## src/rtl/brk_pkg.sv

```systemverilog
package brk_pkg;

  localparam int NCH = 2;

  // bus operand size codes
  localparam logic [1:0] SZ_BYTE = 2'd0;
  localparam logic [1:0] SZ_WORD = 2'd1;
  localparam logic [1:0] SZ_LONG = 2'd2;

  // condition kind / direction codes
  localparam logic [1:0] K_ANY   = 2'd0;
  localparam logic [1:0] K_FETCH = 2'd1;
  localparam logic [1:0] K_DATA  = 2'd2;
  localparam logic [1:0] D_ANY   = 2'd0;
  localparam logic [1:0] D_READ  = 2'd1;
  localparam logic [1:0] D_WRITE = 2'd2;

  // register indices
  localparam int RI_CTRL   = 0;
  localparam int RI_CH0    = 1;   // channel n base = RI_CH0 + RI_STRIDE*n
  localparam int RI_STRIDE = 4;   // ASID, ADDR, AMASK, COND
  localparam int RI_BDATA  = 9;
  localparam int RI_BDMASK = 10;

  typedef struct packed {
    logic       en;
    logic [1:0] size;
    logic [1:0] dir;
    logic [1:0] kind;
  } cond_t;

endpackage

```

## src/rtl/brk_regs.sv

```systemverilog
module brk_regs
  import brk_pkg::*;
#(
  parameter int ADDR_W  = 32,
  parameter int DATA_W  = 32,
  parameter int ASID_W  = 8,
  parameter int RADDR_W = 4
) (
  input  logic                          clk,
  input  logic                          rst_n,
  input  logic                          reg_we,
  input  logic [RADDR_W-1:0]            reg_addr,
  input  logic [DATA_W-1:0]             reg_wdata,
  output logic [NCH-1:0][ASID_W-1:0]    ch_asid,
  output logic [NCH-1:0][ADDR_W-1:0]    ch_addr,
  output logic [NCH-1:0][1:0]           ch_mcode,
  output cond_t [NCH-1:0]               ch_cond,
  output logic [DATA_W-1:0]             b_data,
  output logic [DATA_W-1:0]             b_dmask,
  output logic                          dbe,
  output logic [NCH-1:0]                pre_exec,
  output logic                          flag_clr
);

  logic unused_wbits;
  assign unused_wbits = ^reg_wdata;

  function automatic logic hit_idx(input logic [RADDR_W-1:0] a, input int idx);
    return a == RADDR_W'(idx);
  endfunction

  assign flag_clr = reg_we && hit_idx(reg_addr, RI_CTRL);

  always_ff @(posedge clk) begin
    if (!rst_n) begin
      dbe      <= 1'b0;
      pre_exec <= '0;
    end else if (flag_clr) begin
      dbe      <= reg_wdata[0];
      pre_exec <= reg_wdata[NCH:1];
    end
  end

  always_ff @(posedge clk) begin
    if (!rst_n) begin
      b_data  <= '0;
      b_dmask <= '0;
    end else if (reg_we) begin
      if (hit_idx(reg_addr, RI_BDATA))  b_data  <= reg_wdata;
      if (hit_idx(reg_addr, RI_BDMASK)) b_dmask <= reg_wdata;
    end
  end

  for (genvar c = 0; c < NCH; c++) begin : g_ch
    localparam int BASE = RI_CH0 + RI_STRIDE * c;
    always_ff @(posedge clk) begin
      if (!rst_n) begin
        ch_asid[c]  <= '0;
        ch_addr[c]  <= '0;
        ch_mcode[c] <= '0;
        ch_cond[c]  <= '0;
      end else if (reg_we) begin
        if (hit_idx(reg_addr, BASE))     ch_asid[c]  <= reg_wdata[ASID_W-1:0];
        if (hit_idx(reg_addr, BASE + 1)) ch_addr[c]  <= reg_wdata[ADDR_W-1:0];
        if (hit_idx(reg_addr, BASE + 2)) ch_mcode[c] <= reg_wdata[1:0];
        if (hit_idx(reg_addr, BASE + 3)) ch_cond[c]  <= cond_t'(reg_wdata[6:0]);
      end
    end
  end

endmodule

```

## src/rtl/brk_chan.sv

```systemverilog
module brk_chan
  import brk_pkg::*;
#(
  parameter int ADDR_W   = 32,
  parameter int DATA_W   = 32,
  parameter int ASID_W   = 8,
  parameter int IGN1     = 10,
  parameter int IGN2     = 12,
  parameter int IGN3     = 16,
  parameter bit HAS_DATA = 1'b0
) (
  input  logic              cyc_valid,
  input  logic [ADDR_W-1:0] cyc_addr,
  input  logic [DATA_W-1:0] cyc_data,
  input  logic [ASID_W-1:0] cyc_asid,
  input  logic              cyc_fetch,
  input  logic              cyc_write,
  input  logic [1:0]        cyc_size,
  input  logic [ASID_W-1:0] cfg_asid,
  input  logic [ADDR_W-1:0] cfg_addr,
  input  logic [1:0]        cfg_mcode,
  input  cond_t             cfg_cond,
  input  logic [DATA_W-1:0] cfg_data,
  input  logic [DATA_W-1:0] cfg_dmask,
  input  logic              dbe,
  output logic              hit
);

  localparam logic [ADDR_W-1:0] LOW1 = {{(ADDR_W-IGN1){1'b0}}, {IGN1{1'b1}}};
  localparam logic [ADDR_W-1:0] LOW2 = {{(ADDR_W-IGN2){1'b0}}, {IGN2{1'b1}}};
  localparam logic [ADDR_W-1:0] LOW3 = {{(ADDR_W-IGN3){1'b0}}, {IGN3{1'b1}}};

  logic [ADDR_W-1:0] ign_mask;
  logic [ADDR_W-1:0] size_ign;
  logic asid_ok, addr_ok, size_ok, kind_ok, dir_ok, never, data_ok;

  assign asid_ok = (cyc_asid == cfg_asid);

  always_comb begin
    unique case (cfg_mcode)
      2'd0:    ign_mask = '0;
      2'd1:    ign_mask = LOW1;
      2'd2:    ign_mask = LOW2;
      default: ign_mask = LOW3;
    endcase
  end

  // size-free conditions match any access that covers the break byte
  always_comb begin
    size_ign = '0;
    if (cfg_cond.size == 2'd0) begin
      unique case (cyc_size)
        SZ_BYTE: size_ign = '0;
        SZ_WORD: size_ign = ADDR_W'(1);
        default: size_ign = ADDR_W'(3);
      endcase
    end
  end

  assign addr_ok = (((cyc_addr ^ cfg_addr) & ~(ign_mask | size_ign)) == '0);
  assign size_ok = (cfg_cond.size == 2'd0) || (cfg_cond.size == cyc_size + 2'd1);

  always_comb begin
    unique case (cfg_cond.kind)
      K_ANY:   kind_ok = 1'b1;
      K_FETCH: kind_ok = cyc_fetch;
      K_DATA:  kind_ok = !cyc_fetch;
      default: kind_ok = 1'b0;
    endcase
    unique case (cfg_cond.dir)
      D_ANY:   dir_ok = 1'b1;
      D_READ:  dir_ok = !cyc_write;
      D_WRITE: dir_ok = cyc_write;
      default: dir_ok = 1'b0;
    endcase
  end

  // fetches are reads at even addresses
  assign never = (cfg_cond.kind == K_FETCH) &&
                 ((cfg_cond.dir == D_WRITE) || cfg_addr[0]);

  if (HAS_DATA) begin : g_data
    localparam int OFF_W = $clog2(DATA_W / 8);
    localparam int SH_W  = OFF_W + 3;
    logic [SH_W-1:0]   shamt;
    logic [DATA_W-1:0] lane, lane_mask;

    always_comb begin
      unique case (cyc_size)
        SZ_BYTE: begin
          shamt     = {cyc_addr[OFF_W-1:0], 3'b000};
          lane_mask = DATA_W'(8'hFF);
        end
        SZ_WORD: begin
          shamt     = {cyc_addr[OFF_W-1:1], 4'b0000};
          lane_mask = DATA_W'(16'hFFFF);
        end
        default: begin
          shamt     = '0;
          lane_mask = '1;
        end
      endcase
    end

    assign lane    = cyc_data >> shamt;
    assign data_ok = !dbe || (((lane ^ cfg_data) & ~cfg_dmask & lane_mask) == '0);
  end else begin : g_nodata
    logic unused_data;
    assign unused_data = ^{cyc_data, cfg_data, cfg_dmask, dbe};
    assign data_ok     = 1'b1;
  end

  assign hit = cyc_valid && cfg_cond.en && asid_ok && addr_ok && size_ok &&
               kind_ok && dir_ok && !never && data_ok;

endmodule

```

## src/rtl/brk_trap.sv

```systemverilog
module brk_trap
  import brk_pkg::*;
(
  input  logic           clk,
  input  logic           rst_n,
  input  logic [NCH-1:0] hit,
  input  logic           cyc_fetch,
  input  logic [NCH-1:0] pre_exec,
  input  logic           insn_retire,
  input  logic           flag_clr,
  output logic           trap_req,
  output logic [NCH-1:0] trap_src,
  output logic [NCH-1:0] match_flag
);

  logic [NCH-1:0] fire;
  logic [NCH-1:0] pend;

  for (genvar c = 0; c < NCH; c++) begin : g_ch
    logic deferred;
    assign deferred = hit[c] && cyc_fetch && !pre_exec[c];
    assign fire[c]  = (hit[c] && !deferred) || (pend[c] && insn_retire);

    always_ff @(posedge clk) begin
      if (!rst_n) begin
        pend[c]       <= 1'b0;
        trap_src[c]   <= 1'b0;
        match_flag[c] <= 1'b0;
      end else begin
        if (deferred)         pend[c] <= 1'b1;
        else if (insn_retire) pend[c] <= 1'b0;
        trap_src[c]   <= fire[c];
        match_flag[c] <= fire[c] || (match_flag[c] && !flag_clr);
      end
    end
  end

  always_ff @(posedge clk) begin
    if (!rst_n) trap_req <= 1'b0;
    else        trap_req <= |fire;
  end

endmodule

```

## src/rtl/bus_break_unit.sv

```systemverilog
module bus_break_unit
  import brk_pkg::*;
#(
  parameter int ADDR_W  = 32,
  parameter int DATA_W  = 32,
  parameter int ASID_W  = 8,
  parameter int RADDR_W = 4,
  parameter int IGN1    = 10,
  parameter int IGN2    = 12,
  parameter int IGN3    = 16
) (
  input  logic              clk,
  input  logic              rst_n,
  input  logic              reg_we,
  input  logic [RADDR_W-1:0] reg_addr,
  input  logic [DATA_W-1:0] reg_wdata,
  input  logic              cyc_valid,
  input  logic [ADDR_W-1:0] cyc_addr,
  input  logic [DATA_W-1:0] cyc_data,
  input  logic [ASID_W-1:0] cyc_asid,
  input  logic              cyc_fetch,
  input  logic              cyc_write,
  input  logic [1:0]        cyc_size,
  input  logic              insn_retire,
  output logic              trap_req,
  output logic [1:0]        trap_src,
  output logic [1:0]        match_flag
);

  logic [NCH-1:0][ASID_W-1:0] ch_asid;
  logic [NCH-1:0][ADDR_W-1:0] ch_addr;
  logic [NCH-1:0][1:0]        ch_mcode;
  cond_t [NCH-1:0]            ch_cond;
  logic [DATA_W-1:0]          b_data, b_dmask;
  logic                       dbe, flag_clr;
  logic [NCH-1:0]             pre_exec, hit;

  brk_regs #(
    .ADDR_W(ADDR_W), .DATA_W(DATA_W), .ASID_W(ASID_W), .RADDR_W(RADDR_W)
  ) u_regs (
    .clk(clk), .rst_n(rst_n), .reg_we(reg_we), .reg_addr(reg_addr),
    .reg_wdata(reg_wdata), .ch_asid(ch_asid), .ch_addr(ch_addr),
    .ch_mcode(ch_mcode), .ch_cond(ch_cond), .b_data(b_data),
    .b_dmask(b_dmask), .dbe(dbe), .pre_exec(pre_exec), .flag_clr(flag_clr)
  );

  for (genvar c = 0; c < NCH; c++) begin : g_chan
    brk_chan #(
      .ADDR_W(ADDR_W), .DATA_W(DATA_W), .ASID_W(ASID_W),
      .IGN1(IGN1), .IGN2(IGN2), .IGN3(IGN3), .HAS_DATA(c == NCH - 1)
    ) u_chan (
      .cyc_valid(cyc_valid), .cyc_addr(cyc_addr), .cyc_data(cyc_data),
      .cyc_asid(cyc_asid), .cyc_fetch(cyc_fetch), .cyc_write(cyc_write),
      .cyc_size(cyc_size), .cfg_asid(ch_asid[c]), .cfg_addr(ch_addr[c]),
      .cfg_mcode(ch_mcode[c]), .cfg_cond(ch_cond[c]), .cfg_data(b_data),
      .cfg_dmask(b_dmask), .dbe(dbe), .hit(hit[c])
    );
  end

  brk_trap u_trap (
    .clk(clk), .rst_n(rst_n), .hit(hit), .cyc_fetch(cyc_fetch),
    .pre_exec(pre_exec), .insn_retire(insn_retire), .flag_clr(flag_clr),
    .trap_req(trap_req), .trap_src(trap_src), .match_flag(match_flag)
  );

endmodule

```

## config.mk

```make
export PLATFORM = sky130hd
export DESIGN_NAME = bus_break_unit
export DESIGN_NICKNAME = d
export VERILOG_FILES = /design/src/rtl/brk_pkg.sv /design/src/rtl/brk_regs.sv /design/src/rtl/brk_chan.sv /design/src/rtl/brk_trap.sv /design/src/rtl/bus_break_unit.sv
export SDC_FILE = /design/constraint.sdc
export NUM_CORES = 1
export LEC_CHECK = 0
export ABC_AREA = 1
export BUFFER_PORTS_ARGS = -buffer_cell sky130_fd_sc_hd__buf_2
export CAP_MARGIN = 0
export CORE_MARGIN = 4
export CORE_UTILIZATION = 57
export CTS_BUF_LIST = sky130_fd_sc_hd__clkbuf_4 sky130_fd_sc_hd__clkbuf_8
export CTS_CLUSTER_DIAMETER = 120
export DETAILED_ROUTE_END_ITERATION = 12
export PLACE_DENSITY = 0.81
export REMOVE_ABC_BUFFERS = 1
export SYNTH_ARGS = -nofsm -noshare
export SYNTH_HDL_FRONTEND = slang
export SYNTH_SLANG_ARGS = --single-unit
```

## constraint.sdc

```tcl
create_clock -name clk -period 3 [get_ports clk]
set_input_delay 0.6 -clock clk [delete_from_list [all_inputs] [get_ports clk]]
set_output_delay 0.6 -clock clk [all_outputs]
set_load 0.02 [all_outputs]
```

## Word-level counts from Yosys, hierarchy flattened

Index checks and enable logic that the tools add are counted.

| operators by class | value |
|---|---|
| add/sub/neg operators | 1 |
| equality and inequality tests | 27 |
| shift operators | 1 |
| multiplexer cells | 14 |
| bitwise gates (word level) | 12 |
| reduce and logical (&&, ||, !) cells | 73 |

Operators with widths:

| cell | number |
|---|---|
| 32-bit bitwise AND | 4 |
| 32-bit logical NOT | 3 |
| 32-bit NOT | 3 |
| 16-bit one-hot mux with 3 select lines | 2 |
| 32-bit XOR | 3 |
| 32-bit 2-to-1 mux | 2 |
| 16-bit by 32-bit OR with 32-bit output | 2 |
| 32-bit one-hot mux with 2 select lines | 1 |
| 32-bit by 5-bit >> shifter with 32-bit output | 1 |
| 1-bit logical AND | 28 |
| 2-bit AND reduction | 10 |
| 2-bit logical NOT | 9 |
| 4-bit by 3-bit == test with 1-bit output (second input constant) | 4 |
| 8-bit == test | 2 |
| 2-bit by 1-bit == test with 1-bit output (second input constant) | 7 |
| 2-bit == test (second input constant) | 6 |
| 4-bit == test (second input constant) | 3 |
| 1-bit one-hot mux with 3 select lines | 4 |
| 1-bit logical NOT | 10 |
| 5-bit one-hot mux with 2 select lines | 1 |
| 1-bit logical OR | 9 |
| 4-bit by 2-bit == test with 1-bit output (second input constant) | 2 |
| 2-bit == test | 2 |
| 4-bit by 1-bit == test with 1-bit output (second input constant) | 1 |
| other kinds (6) | 9 |

| storage, ports and cells | value |
|---|---|
| flip-flop bits (word level) | 172 |
| bits of input ports | 117 |
| output and inout port bits | 5 |
| word-level logic and storage cells | 153 |

## Depth between registers and ports, before layout

| depth | value |
|---|---|
| word-level depth | 19 |
| mapped depth | 21 |
| depth with buffers taken out | 19 |

## Modules after synthesis

A second synthesis with hierarchy kept.

| unflattened totals | value |
|---|---|
| cells, all modules | 1659 |
| area, all modules | 10007.1 µm² |

Modules (own cells, without submodules):

| module | times used | cells each | area an instance (µm²) | sequential area each (µm²) |
|---|---|---|---|---|
| brk_regs | 1 | 952 | 6598.8 | 3303.2 |
| brk_chan at g_chan[1].u_chan | 1 | 494 | 2321.0 | 0.0 |
| brk_chan at g_chan[0].u_chan | 1 | 179 | 832.0 | 0.0 |
| brk_trap | 1 | 34 | 255.2 | 140.1 |

## Worst setup path before layout

OpenSTA, ideal clock, no wires.

| path | value |
|---|---|
| path kind | input-to-reg |
| from | input cyc_size[0] |
| to | register u_trap.trap_req |
| library setup time | 59 ps |
| arrival | 2124 ps |
| data required time | 2941 ps |
| setup slack | 817 ps |
| stages on the path | 19 |
| path buffers | 2 |
| cell sequence | inv_1 ha_1 buf_4 inv_2 nand2_2 nand2_2 buf_2 nand3_1 nand4_1 nand2_1 nor2_1 nand2_1 nor2_1 nand3_1 nand2_1 nand3_1 nand2_1 nand2_1 nand2_1 |

| between the ends | value |
|---|---|
| cells in the longest elaborated chain, start to end | 19 |
| elaborated cells between the ends (all ways) | 48 |
| those cells by class | 1 x add/sub; 3 x eq/ne; 1 x shift; 5 x mux; 9 x bitwise; 29 x reduce/logical |

RTL lines:

| item | line | source |
|---|---|---|
| start: declaration | bus_break_unit.sv:23 | `input logic [1:0] cyc_size,` |
| branches (longest 18 deep; another with 32-bit by 5-bit >> shifter with 32-bit output) | - |  |
| 2-bit OR reduction * | brk_trap.sv:40 | `else trap_req <= \|fire;` |
| end signal: assignment | brk_trap.sv:40 |  |
| end: declaration | brk_trap.sv:11 | `output logic trap_req,` |

Mark *: on every way between the ends.
A chain may end at the register's enable or synchronous reset.

## Worst setup path in the final report

Same ends and word-level chain as after synthesis.

==> out/metrics.csv <==
stage,metric,value,unit
status,outcome,"complete, no violations",
global_routing,gr-usage-all-layers,28.0,%
sta,fin_tns_setup,0,ps
synthesis,syn-cell-area,8670,sq um
drt,vias,8786,
drt,wl_met2,11100,microns
global_routing,grt_pass1_vias,7936,
drt,drt-met1-wl,11100,microns
pwr,peakVddDrop,0.354,mV
placement,portBuffers,121,
synthesis,avgSynthCellArea,6.63,sq um
setup_path,cp.required,3410,ps
synthesis,yosysSeqAreaShare,39.7,%
synthesis,synthDistinctLibCells,31,
cells_and_area,diodes,0,
synthesis,yosysWarnings,0,
sta,tightest_slew,674,ps
drt,wl_met3,2210,microns
sta,fmaxAchievable,403,MHz
placement,place_hpwl,18200,microns
setup_path,worstPathArrival,2880,ps
clock_network,cts_sinks,172,
sta,period_share,82.6,%
sta,timing.final.hold_violations,0,
sta,fin_ws,521,ps
setup_path,worstPathMaxFanout,36,
placement,pre_cts_ws,93.2,ps
cells_and_area,area_growth,12.9,%
clock_network,cts_max_level,4,
global_routing,grt_max_degree,74,
synthesis,synth_seq_cells,172,
clock_network,cts_resized,0,
sta,slew_violations,0,
clock_network,cts_buffers,17,
sta,max_slew_margin,55.1,%
setup_path,worstSetupPathType,in2reg,
min_path,min_path_type,in2reg,
drt,drtIter0Drc,904,
clock_network,cts_setup_buffers,0,
setup_path,cp-end-kind,flop,
global_routing,grt_pass1_wl,39600,microns
drt,highest_layer,met4,
pwr,p_leak,0.00462,uW
clock_network,clock_latency,460,ps
flow_run,cap_violations,0,
sta,rsz0062_at_grt,false,
synthesis,syn_inst,1308,
clock_network,holdBufCountCts,0,
drt,drtPass1Iterations,5,
drt,drc_errors,0,
pwr,p_per_area,475,nW/um^2
sta,clock_skew,11.9,ps
die,coreArea,14700,sq um
die,die_area,17300,sq um
global_routing,grt_antenna_before_repair,0,
die,io-pin-count,122,
drt,via_per_inst,5.49,
drt,ant_nets,0,
cells_and_area,fill_cells,1331,
die,row_count,44,
sta,final-setup-viol-count,0,
sta,post-route-min-period,2480,ps
global_routing,globalRouteOverflowTotal,0,
clock_network,root_buffer,clkbuf_8,
placement,gp_congestion,0.913,
die,start_util,59.0,%
drt,routed_wl,24900,microns
clock_network,cts.reportedPaths.clkPinSlew,90,ps
clock_network,cts_buffer_depth,2,
die,fp.dieW,131,microns
cells_and_area,nNetsFinal,1523,
cells_and_area,drive_gt1_share,12.7,%
drt,wl_per_cell,15.6,microns
setup_path,startpoint_type,primary input,
clock_network,cts_tree,yes,
die,die_y,131,microns
-- worst max-delay path, stage by stage --
cell	delay, ps
buf_2	130
inv_1	60
ha_1	280
nand2_4	320
inv_1	180
nor2_1	210
nand2_1	90
nand2_1	80
nand2_1	40
nand3b_1	70
nand2_1	50
nor2_1	90
nand2_1	60
nand2_1	60
nand3_1	130
nand2_1	110
nand3_1	70
nand2_1	60
nand2_1	80
nand2_1	100
-- report_power, final --
part / leakage (uW) / switching (uW) / internal (uW)
logic: 0.00302 / 405 / 223
clock network: 0.000213 / 844 / 825
registers: 0.00139 / 25.4 / 2330
total: 0.00462 / 1270 / 3380
-- area by class of cell --
class	instances	area (sq um)	area share, %
Clock buffer	22	290	2.96
Clock inverter	10	115	1.18
Sequential cell	172	3440	35.2
Tap cell	184	230	2.35
Timing Repair Buffer	139	768	7.84
Multi-Input combinational cell	931	4410	45.0
Inverter	143	537	5.48
-- metrics by stage --
stage | instances | instance area (sq um) | power [uW] | util (%) | hold slack (ps)
2_1_floorplan | 1246 | 8390 | 2730 | - | 423
3_3_place_gp | 1569 | 9390 | 3010 | 63.9 | 434
3_5_place_dp | 1569 | 9390 | 3020 | 63.9 | 439
4_1_cts | 1601 | 9790 | 4650 | 66.6 | 414
5_1_grt | 1601 | 9790 | 4820 | 66.6 | 430
6_report | 1601 | 9790 | 4650 | 66.6 | 431
-- logic make-up after synthesis --
logic type	after synthesis	share of synthesized area (%)
simple gates	594	28.6
flops	172	39.7
fa+ha+maj	2	0.288
compound gates	281	16.5
buf+inv	205	9.45
xor+xnor	54	5.45
-- metal layers --
layer  vias up  GRT usage (%)
li1       4399              -
met1      3962           39.0
met2       380           44.4
met3        45           5.77
met4         0           8.05
met5         -              0
-- cells in the final DEF (no fill, tap or decap), types with 2 or more instances in the layout --
cell type,synthesis,layout
dfxtp_1,172,172
inv_1,136,136
nor4_1,5,5
ha_1,2,2
nand3_2,2,2
bufinv_16,0,2
nand2_1,228,228
clkinv_4,0,4
nand3_1,92,92
buf_12,0,2
xnor2_1,21,21
o21ai_0,182,182
nor2_1,226,226
xor2_1,33,33
buf_2,7,120
clkbuf_8,0,20
buf_4,9,17
o2111ai_1,2,2
clkinv_1,5,5
nand2_2,2,2
inv_2,2,2
clkinv_2,0,4
o22ai_1,8,8
clkbuf_4,0,2
nand3b_1,7,7
nand2_4,2,2
nand4_1,21,21
nor3_1,8,8
a21oi_1,85,85
-- state kept, by name (all words and copies together), names as in the netlist --
signal             cells
u_trap.trap_req        1
u_trap.match_flag      2
u_trap.trap_src        2
u_regs.ch_addr        64
u_regs.dbe             1
u_trap.pend            2
u_regs.ch_asid        16
u_regs.b_data         32
u_regs.ch_mcode        4
u_regs.ch_cond        14
u_regs.pre_exec        2
u_regs.b_dmask        32
-- path summary, 6_finish.rpt --
check,start,endpoint,slack (ps),cells after the start
worst min register to register,u_regs.dbe,u_regs.dbe,450,2
worst min-delay path,reg_wdata[26],u_regs.ch_addr[26],430,3
worst max-delay path,cyc_size[0],u_trap.trap_req,520,20
worst max register to register,u_regs.ch_addr[22],u_trap.trap_req,1030,12
-- synthesized netlist by cell type (all sizes together) --
master | count | share of area (%)
inv | 138 | 6.0
o211ai | 1 | 0.087
o22ai | 8 | 0.58
o21ai | 183 | 11
buf | 18 | 1.4
a211oi | 1 | 0.087
xnor2 | 21 | 2.1
nor4 | 5 | 0.36
ha | 2 | 0.29
xor2 | 33 | 3.3
nand2 | 232 | 10
o31ai | 1 | 0.087
nor3 | 8 | 0.46
or2 | 1 | 0.072
nand3b | 7 | 0.61
a21oi | 85 | 4.9
o2111ai | 2 | 0.20
nor2 | 226 | 9.8
clkbuf | 44 | 1.9
clkinv | 5 | 0.22
dfxtp | 172 | 40
nand3 | 94 | 5.5
nand4 | 21 | 1.5
(Power assumes the default switching activity.)
